--- config.mk ---
export PLATFORM = sky130hd
export DESIGN_NAME = quad_tracker
export DESIGN_NICKNAME = d
export VERILOG_FILES = /design/src/rtl/quad_tracker.sv
export SDC_FILE = /design/constraint.sdc
export NUM_CORES = 1
export LEC_CHECK = 0
export BUFFER_PORTS_ARGS = -buffer_cell sky130_fd_sc_hd__buf_4
export CAP_MARGIN = 20
export CORE_UTILIZATION = 50
export DETAILED_ROUTE_END_ITERATION = 8
export PLACE_DENSITY = 0.84
export REMOVE_ABC_BUFFERS = 1
export SYNTH_ARGS = -nofsm -noshare
export SYNTH_HDL_FRONTEND = slang
export SYNTH_SLANG_ARGS = --single-unit
export TNS_END_PERCENT = 30
--- constraint.sdc ---
create_clock -name clk -period 3 [get_ports clk]
set_input_delay 0.3 -clock clk [delete_from_list [all_inputs] [get_ports clk]]
set_output_delay 0.3 -clock clk [all_outputs]
set_load 0.01 [all_outputs]
--- src/rtl/quad_tracker.sv ---
`timescale 1ns/1ps
module quad_tracker #(
  parameter int CW          = 16,
  parameter int SYNC_STAGES = 2
) (
  input  logic          clk,
  input  logic          rst_n,
  input  logic          chan_a,
  input  logic          chan_b,
  input  logic          err_clr,
  output logic [CW-1:0] position,
  output logic          dir_up,
  output logic          step,
  output logic          sync_err
);
  localparam int             FW        = $clog2(SYNC_STAGES + 2);
  localparam logic [FW-1:0]  FILL_LAST = FW'(SYNC_STAGES + 1);

  logic [SYNC_STAGES-1:0] sa, sb;
  logic [1:0]             prev_idx;
  logic [FW-1:0]          fill;

  // Gray state {A,B} -> position index along the forward sequence
  wire  [1:0] cur_idx = {sa[SYNC_STAGES-1], sa[SYNC_STAGES-1] ^ sb[SYNC_STAGES-1]};
  wire        primed  = (fill == FILL_LAST);
  wire  [1:0] delta   = cur_idx - prev_idx;
  wire        fwd     = primed && (delta == 2'd1);
  wire        bwd     = primed && (delta == 2'd3);
  wire        dbl     = primed && (delta == 2'd2);

  always_ff @(posedge clk or negedge rst_n) begin
    if (!rst_n) begin
      sa       <= '0;
      sb       <= '0;
      prev_idx <= '0;
      fill     <= '0;
      position <= '0;
      dir_up   <= 1'b0;
      step     <= 1'b0;
      sync_err <= 1'b0;
    end else begin
      sa       <= {sa[SYNC_STAGES-2:0], chan_a};
      sb       <= {sb[SYNC_STAGES-2:0], chan_b};
      prev_idx <= cur_idx;
      if (!primed) fill <= fill + 1'b1;
      step     <= fwd | bwd;
      if (fwd) begin
        position <= position + 1'b1;
        dir_up   <= 1'b1;
      end else if (bwd) begin
        position <= position - 1'b1;
        dir_up   <= 1'b0;
      end
      sync_err <= dbl | (sync_err & ~err_clr);
    end
  end
endmodule

# ---- Yosys cells after proc, flatten, opt, wreduce, memory -nomap -nowiden
# Cells that the tools add are included.
dict set report totals {
  reg_bits 27
  in_bits 5
  out_inout_bits 19
}
dict set report classes {
  addsub 4
  n_eq_ne 4
  n_mux 4
  bitwise 5
  n_reduce_logical 4
}
# cell n
set op_table {}
lappend op_table {{16-bit 2-to-1 mux} 2}
lappend op_table {{16-bit by 1-bit adder with 16-bit output, second input constant} 1}
lappend op_table {{16-bit by 1-bit subtractor with 16-bit output, second input constant} 1}
lappend op_table {{2-bit == test, second input constant} 3}
lappend op_table {{1-bit logical AND} 3}
lappend op_table {{2-bit by 1-bit adder with 2-bit output, second input constant} 1}
lappend op_table {{2-bit by 1-bit == test with 1-bit output, second input constant} 1}
lappend op_table {{1-bit 2-to-1 mux} 2}
lappend op_table {{1-bit bitwise OR} 2}
lappend op_table {{2-bit nonzero test} 1}
lappend op_table {{2-bit subtractor} 1}
lappend op_table {{1-bit AND} 1}
lappend op_table {{1-bit NOT} 1}
lappend op_table {{1-bit bitwise XOR} 1}

# ---- Depth between registers and ports, before layout
# Gate-level depths: netlist of run 1.
dict set report depth {
  ltp_word 6
  mapped_depth 11
  ltp_nobuf 11
}

# ---- Worst setup path before layout of run 1
# No wires, ideal clock.
dict set report synth_path {
  path_type {reg2reg}
  startpoint {register sa[1]}
  endpoint {register position[12]}
  setup_time_ns 0.069
  arrival_ns 2.812
  required_time_ns 2.931
  setup_slack_ns 0.119
  path_stages_with_launch 11
  cell_sequence {dfrtp_1 xnor2_1 ha_1 xor3_2 or2_4 ha_1 a21o_2 a21oi_2 a211oi_1 or4_1 nand3_1}
}
dict set report synth_between {
  elab_chain_len 5
  elab_cells_between_ends 8
  classes_between {1 x add/sub; 2 x eq/ne; 1 x mux; 1 x bitwise; 3 x reduce/logical}
}
# element line
set synth_lines {}
lappend synth_lines {{start: declaration} 19} ;# logic [SYNC_STAGES-1:0] sa, sb;
lappend synth_lines {{start signal: assignment} 42} ;# sa <= {sa[SYNC_STAGES-2:0], chan_a};
lappend synth_lines {{1-bit bitwise XOR} 24} ;# wire [1:0] cur_idx = {sa[SYNC_STAGES-1], sa[SYNC_STAGES-1] ^ sb[SYNC_STAGES-1]};
lappend synth_lines {{2-bit subtractor (*)} 26} ;# wire [1:0] delta = cur_idx - prev_idx;
lappend synth_lines {{2-bit by 1-bit == test with 1-bit output / 2-bit == test (equally long branches)} {27, 28}}
lappend synth_lines {{1-bit logical AND (on tied branches)} {27, 28}}
lappend synth_lines {{16-bit 2-to-1 mux / 2-bit nonzero test (equally long branches)} n/a}
lappend synth_lines {{end signal: assignment} 48} ;# position <= position + 1'b1;
lappend synth_lines {{end signal: assignment} 51} ;# position <= position - 1'b1;
lappend synth_lines {{end: declaration} 11} ;# output logic [CW-1:0] position,
# Every way passes the cells marked *; elsewhere a longest branch is shown, timed or not.
# A chain may end at the register's enable or synchronous reset.

# ---- Worst setup path in the final report of run 1
dict set report layout_path {
  startpoint {register sa[1]}
  endpoint {register position[12]}
}
dict set report layout_between {
  elab_chain_len 5
  elab_cells_between_ends 8
  classes_between {1 x add/sub; 2 x eq/ne; 1 x mux; 1 x bitwise; 3 x reduce/logical}
}
# element line
set layout_lines {}
lappend layout_lines {{1-bit bitwise XOR} 24}
lappend layout_lines {{2-bit subtractor (*)} 26}
lappend layout_lines {{2-bit by 1-bit == test with 1-bit output (*)} 27} ;# wire fwd = primed && (delta == 2'd1);
lappend layout_lines {{1-bit logical AND (*)} 27}
lappend layout_lines {{named net fwd} 27}
lappend layout_lines {{16-bit 2-to-1 mux / 2-bit nonzero test (equally long branches)} n/a}
# The timed path passes the listed nets; every way through them passes the cells marked *.

==> results of run 1 <==
through the flow:
stage / util / area, sq um
after CTS: 0.638 / 2210
final: 0.667 / 2310
after floorplan: - / 1810
after global routing: 0.667 / 2310
after detailed placement: 0.619 / 2150
after global placement: 0.619 / 2150
critical path, delay by kind of cell, from the launching register on:
family | cells | cell delay (ns)
AO/OA/AOI/OAI | 2 | 0.40
flip-flops | 1 | 0.43
AND/OR/NAND/NOR | 5 | 1.36
adder cells (fa/ha/maj) | 2 | 0.50
buffers and inverters | 1 | 0.08
XOR/XNOR | 1 | 0.15
state kept, by name (all words and copies together), names as in the netlist:
register	cells
prev_idx	2
step	1
dir_up	1
sa	2
sb	2
fill	2
position	16
sync_err	1
path summary, 6_finish.rpt:
path                         from            to  slack [ns]  cells after the start
max                         sa[1]  position[12]       0.008                     11
min                        chan_a         sa[0]        0.12                      1
max reg2reg                 sa[1]  position[12]       0.008                     11
min reg2reg                 sa[0]         sa[1]        0.36                      0
max in group asynchronous   rst_n  position[12]        2.27                      2
min in group asynchronous   rst_n  position[14]        0.46                      2
area by class of cell:
cell class	count	area, sq um	area share
clock buffers	3	41.3	0.0179
repair buffers	40	303	0.131
well taps	46	57.6	0.0249
clock inverters	1	7.51	0.00325
multi-input cells	155	1200	0.519
flip-flops and latches	27	676	0.292
inverters	7	26.3	0.0114
cell families after synthesis:
group / count (synthesis)
compound gates: 60
xor+xnor: 10
fa+ha+maj: 18
buf+inv: 15
flops: 27
mux: 1
simple gates: 64
report_power, final:
group | internal (mW) | switching, mW
Combinational | 0.956 | 1.08
Sequential | 0.497 | 0.125
Clock | 0.0945 | 0.121
Total | 1.55 | 1.33
what timing repair did:
| action | 4_1_cts | 5_1_grt |
|---|---|---|
| endpoints found under the hold margin | 27 | 0 |
| setup buffers | 0 | 2 |
| pin swaps | 2 | 5 |
| gates cloned | 1 | 1 |
| endpoints found under the setup margin | 3 | 8 |
| resized for setup | 1 | 15 |
| hold buffers | 1 | 0 |
placed cells by master (no fill, tap or decap), types with 2 or more instances in the layout:
master / n
buf_4: 39
dfrtp_1: 27
nand2_1: 21
o21ai_0: 15
ha_1: 13
nand3_1: 9
nand4_1: 6
o21a_1: 6
nor2_1: 6
inv_1: 5
xnor2_1: 5
a21o_1: 5
a21oi_1: 5
nor3b_1: 4
or2_4: 3
a21oi_2: 3
a31oi_1: 3
a211oi_1: 3
nor3_1: 3
xor2_1: 3
clkbuf_8: 3
and3_1: 2
a2111o_1: 2
o21ai_1: 2
nand2b_1: 2
or4_1: 2
a211o_1: 2
nor3_2: 2
o221ai_1: 2
ha_2: 2
ha_4: 2
Yosys cell counts, types with 6 or more instances:
library cell / instances / area, sq um
a21oi_1: 6 / 30.0
dfrtp_1: 27 / 676
ha_1: 17 / 213
nand2_1: 21 / 78.8
nand3_1: 9 / 45.0
nand4_1: 6 / 37.5
nor2_1: 6 / 22.5
o21a_1: 6 / 45.0
o21ai_0: 16 / 80.1
xnor2_1: 6 / 52.6
per-layer routing:
| metal | global-route usage | vias to the layer above | share of wire |
|---|---|---|---|
| met2 | 0.383 | 53 | 0.49 |
| li1 | - | 809 | - |
| met1 | 0.294 | 828 | 0.45 |
| met3 | 0.0344 | 4 | 0.050 |
| met4 | 0.0398 | 0 | 0.0074 |
| met5 | 0 | - | 0 |
==> results.toml, run 1 <==
[global_routing]
grt_use_total = 0.222
grt_first_pass_wirelength_microns = 7090
grt-ovfl-total = 0
grt_antenna_before_repair = 0
grt_start_max_net_pins = 38
grt_pass1_vias = 1610

[timing]
relSlewSlack = 0.758
timing_hold_violations_final = 0
grt_setup_unrepaired = "true"
worst_pin_slew_ns = 0.363
finalSetupViolCount = 0
timing.final.crit_period_ns = 2.99
timing.clock.skew_ns = 0.00686
achievable-frequency_mhz = 334
final-max-slew-violation-count = 0
finalHoldWorstSlack_ns = 0.117
tns_ns = 0
postLayoutSetupSlackWorst_ns = 0.00780
timing.final.crit_share = 0.997

[layout]
num-nets-final = 257
total_of_fill_cells_in_the_finished_design = 278
layoutNonFillerInstCount = 279
layout-area-overhead-vs-synth_pct = 23.3
number_of_antenna_diodes = 0
share_of_cells_above_drive_strength_1 = 0.288

[clock_network]
cts_htree_levels = 1
clk-insertion-delay-late_ns = 0.28
clkSlewWorstSetupHoldPaths_ns = 0.10
clockBufferDepth = 2
cts.root.buffer_cell = "clkbuf_8"
tritoncts_num_sinks = 27
cts_inserted_buffers = 3
cts_tree = "built"

[power_and_ir_drop]
post-layout-total-power_mw = 2.87
power.static_leakage_nw = 1.04
power.ir.vdd_worst_uv = 744
power_density_nw_per_um2 = 1240

[setup_path]
required_ns = 3.22
worstSetupEndpointType = "flop"
cp_cell_sequence = "xnor2_2 -> ha_1 -> nand2b_2 -> or2_4 -> inv_2 -> fa_1 -> and2b_1 -> o2111ai_2 -> a211oi_1 -> or4_1 -> nand3_1"
critical_path.max_fanout = 5
setup.worst_path.start_class = "flop"
critPathArrivalTime_ns = 3.21
timing.setup.critical_path_class = "reg -> reg"
critPathSlowestCell = "or4_1"
critical-path-max-stage-delay_ns = 0.51

[place]
io_buffers = 23
placed_cells = 270
dpl_worst_slack_ns = -0.0141
gp_congestion = 0.862
place_hpwl_microns = 2980

[floorplanning]
num_io_pins = 24
die-width_microns = 63.2
fp.dieH_microns = 63.2
coreArea_sq_um = 3470
row_count = 21
die_area_sq_um = 4000
initial_core_util = 0.541

[yosys]
post_synth_and_or_nand_nor_area_fraction = 0.177
synthFlopType = "dfrtp_1"
ys_seq_area_frac = 0.360
yosys.area_share.xor_xnor = 0.0554
synthesis_stage_register_bit_count = 27
synth_instances = 195
synth_enable_flop_cells = 0
synth_compound_area_frac = 0.229
synth_top_family_by_area = "compound AO/OA/AOI/OAI gates"
synth.area.mux_share = 0.00600
synth_cell_types = 51
synth.cell_area_sq_um = 1880
asyncSetResetFlopFracSynth = 1.00
synthAdderAreaFrac = 0.124
syn_area_per_cell_sq_um = 9.62
yosys_warnings = 0

[flow_run]
max_cap_violations = 0

[detailed_routing]
route.detailed.drc = 0
vias = 1694
post_drt_via_cell_ratio = 6.07
detail_route.first_pass.iterations = 4
antenna_violating_nets_post_route = 0
route.detailed.wl_per_inst_microns = 16.4
drt_first_iter_violations = 98
drt-total-wl_microns = 4580

[status]
status = "finished clean"

[min_path]
worst_hold_path_type = "in -> reg"
Note: power is estimated with default switching activity, not from simulation.
==> run 2, diff against run 1 <==
BUFFER_PORTS_ARGS = -buffer_cell sky130_fd_sc_hd__buf_2   (was -buffer_cell sky130_fd_sc_hd__buf_4)
SLEW_MARGIN = 5   (was default)
==> run 2 against run 1 <==
Effect of this change: the run now ends with hold timing left; clock power is 7% higher; first-iteration DRC count down 15%; critical path depth down 1; non-clock buffer count fell by 2; routed wire length decreased by 4.1%.
==> results.toml, run 2 (synthesized netlist as in run 1, its figures left out) <==
[floorplanning]
initial_core_util = 0.541
num_io_pins = 24
die-width_microns = 63.2
coreArea_sq_um = 3470
die_area_sq_um = 4000
fp.dieH_microns = 63.2
row_count = 21

[setup_path]
critical-path-top-delay-family = "simple AND/OR/NAND/NOR gates"
required_ns = 3.21
worstSetupEndpointType = "flop"
rrSetupSlack_ns = 0.04
path_buf_inv = 0
timing.reg2reg.worst_path_depth = 10
critPathArrivalTime_ns = 3.17
cp_cell_sequence = "xnor2_2 -> ha_1 -> nand2b_2 -> or2_4 -> ha_2 -> nand4_1 -> nor3_2 -> o21ai_1 -> a2111o_1 -> o221ai_1"
critical-path-max-stage-delay_ns = 0.43
critical_path.max_fanout = 7
setup.worst_path.start_class = "flop"
timing.setup.critical_path_class = "reg -> reg"
reg2reg_launch_point = "sa[1]"
critPathSlowestCell = "dfrtp_1"
crit-reg2reg-capture = "position[15]"

[layout]
layout-area-overhead-vs-synth_pct = 18.6
fraction_of_the_core_area_covered_by_cells_at_the_end_of_the_flow = 0.641
most_common_cell_after_layout_fill_and_taps_aside = "dfrtp_1"
largest_register_ff_count = 16
number_of_antenna_diodes = 0
max_flop_register = "position"
most-common-layout-cells = "27 x dfrtp_1, 23 x buf_2, 20 x nand2_1"
num-nets-final = 255
share_of_cells_above_drive_strength_1 = 0.290

[timing]
postLayoutSetupSlackWorst_ns = 0.0358
achievable-frequency_mhz = 337
finalHoldWorstSlack_ns = -0.0121
timing.final.crit_period_ns = 2.96
finalSetupViolCount = 0
final-max-slew-violation-count = 0
tns_ns = 0
worst_pin_slew_ns = 0.600
timing_hold_violations_final = 11
timing.final.crit_share = 0.988
relSlewSlack = 0.600
timing.clock.skew_ns = 0.0164
grt_setup_unrepaired = "true"

[clock_network]
cts_tree = "built"
cts_htree_levels = 1
tritoncts_num_sinks = 27
cts_inserted_buffers = 3
clkSlewWorstSetupHoldPaths_ns = 0.11
clk-insertion-delay-late_ns = 0.30
clockBufferDepth = 2
cts.root.buffer_cell = "clkbuf_8"

[global_routing]
grt_pass1_vias = 1481
grt_antenna_before_repair = 0
grt_use_total = 0.225
grt_first_pass_wirelength_microns = 7000
grt-ovfl-total = 0
grt_start_max_net_pins = 38

[power_and_ir_drop]
power_density_nw_per_um2 = 1240
power.static_leakage_nw = 1.00
post-layout-total-power_mw = 2.77
power.ir.vdd_worst_uv = 525

[min_path]
worst_hold_path_type = "in -> async"

[status]
status = "finished with violations"
violations = "hold timing"

[place]
gp_congestion = 0.854
dpl_worst_slack_ns = -0.0367
io_buffers = 23
place_hpwl_microns = 2930

[detailed_routing]
antenna_violating_nets_post_route = 0
route.detailed.wl_per_inst_microns = 15.8
drt_first_iter_violations = 83
drt-total-wl_microns = 4390
post_drt_via_cell_ratio = 5.97
route.detailed.drc = 0
detail_route.first_pass.iterations = 4
vias = 1655

[flow_run]
max_cap_violations = 0
run 2: final cells by class:
cell class,instances,area [sq um]
sequential,27,676
fill,283,1240
timing repair buffer,38,228
multi-input combinational,155,1190
clock buffer,3,41.3
clock inverter,1,7.51
tap,46,57.6
inverter,7,26.3
run 2: per-layer routing:
layer | track usage | part of all wire | up-vias
li1 | - | - | 806
met1 | 0.307 | 0.47 | 798
met2 | 0.358 | 0.47 | 42
met3 | 0.0290 | 0.042 | 9
met4 | 0.0938 | 0.022 | 0
met5 | 0 | 0 | -
run 2: through the flow:
step / std cells / hold WS (ns) / cell area [sq um]
detailed placement: 269 / 0.340 / 2080
global placement: 269 / 0.336 / 2080
finish: 277 / -0.0121 / 2220
CTS: 275 / 0.0261 / 2150
floorplan: 187 / 0.00441 / 1810
global route: 277 / 0.0502 / 2220
run 2: power breakdown:
group / switching [mW] / internal [mW] / leakage [nW]
Combinational: 1.06 / 0.868 / 0.666
Sequential: 0.111 / 0.497 / 0.316
Clock: 0.135 / 0.0951 / 0.0217
run 2: worst max-delay path by stage:
stage,depth (start not counted),endpoint,slack [ns],from
after floorplan,10,position[12],-0.42,sa[1]
after global placement,10,position[15],0.1,sa[1]
after detailed placement,10,position[12],-0.04,sa[1]
after CTS,10,position[12],0.04,sa[1]
after global routing,10,position[15],-0.08,sa[1]
final,10,position[15],0.04,sa[1]
run 2: what timing repair did:
action	4_1_cts	5_1_grt
pin swaps	1	2
cloned	1	1
endpoints found under the setup margin	4	6
setup buffers	1	1
gates resized for setup	1	14
hold buffers	0	0
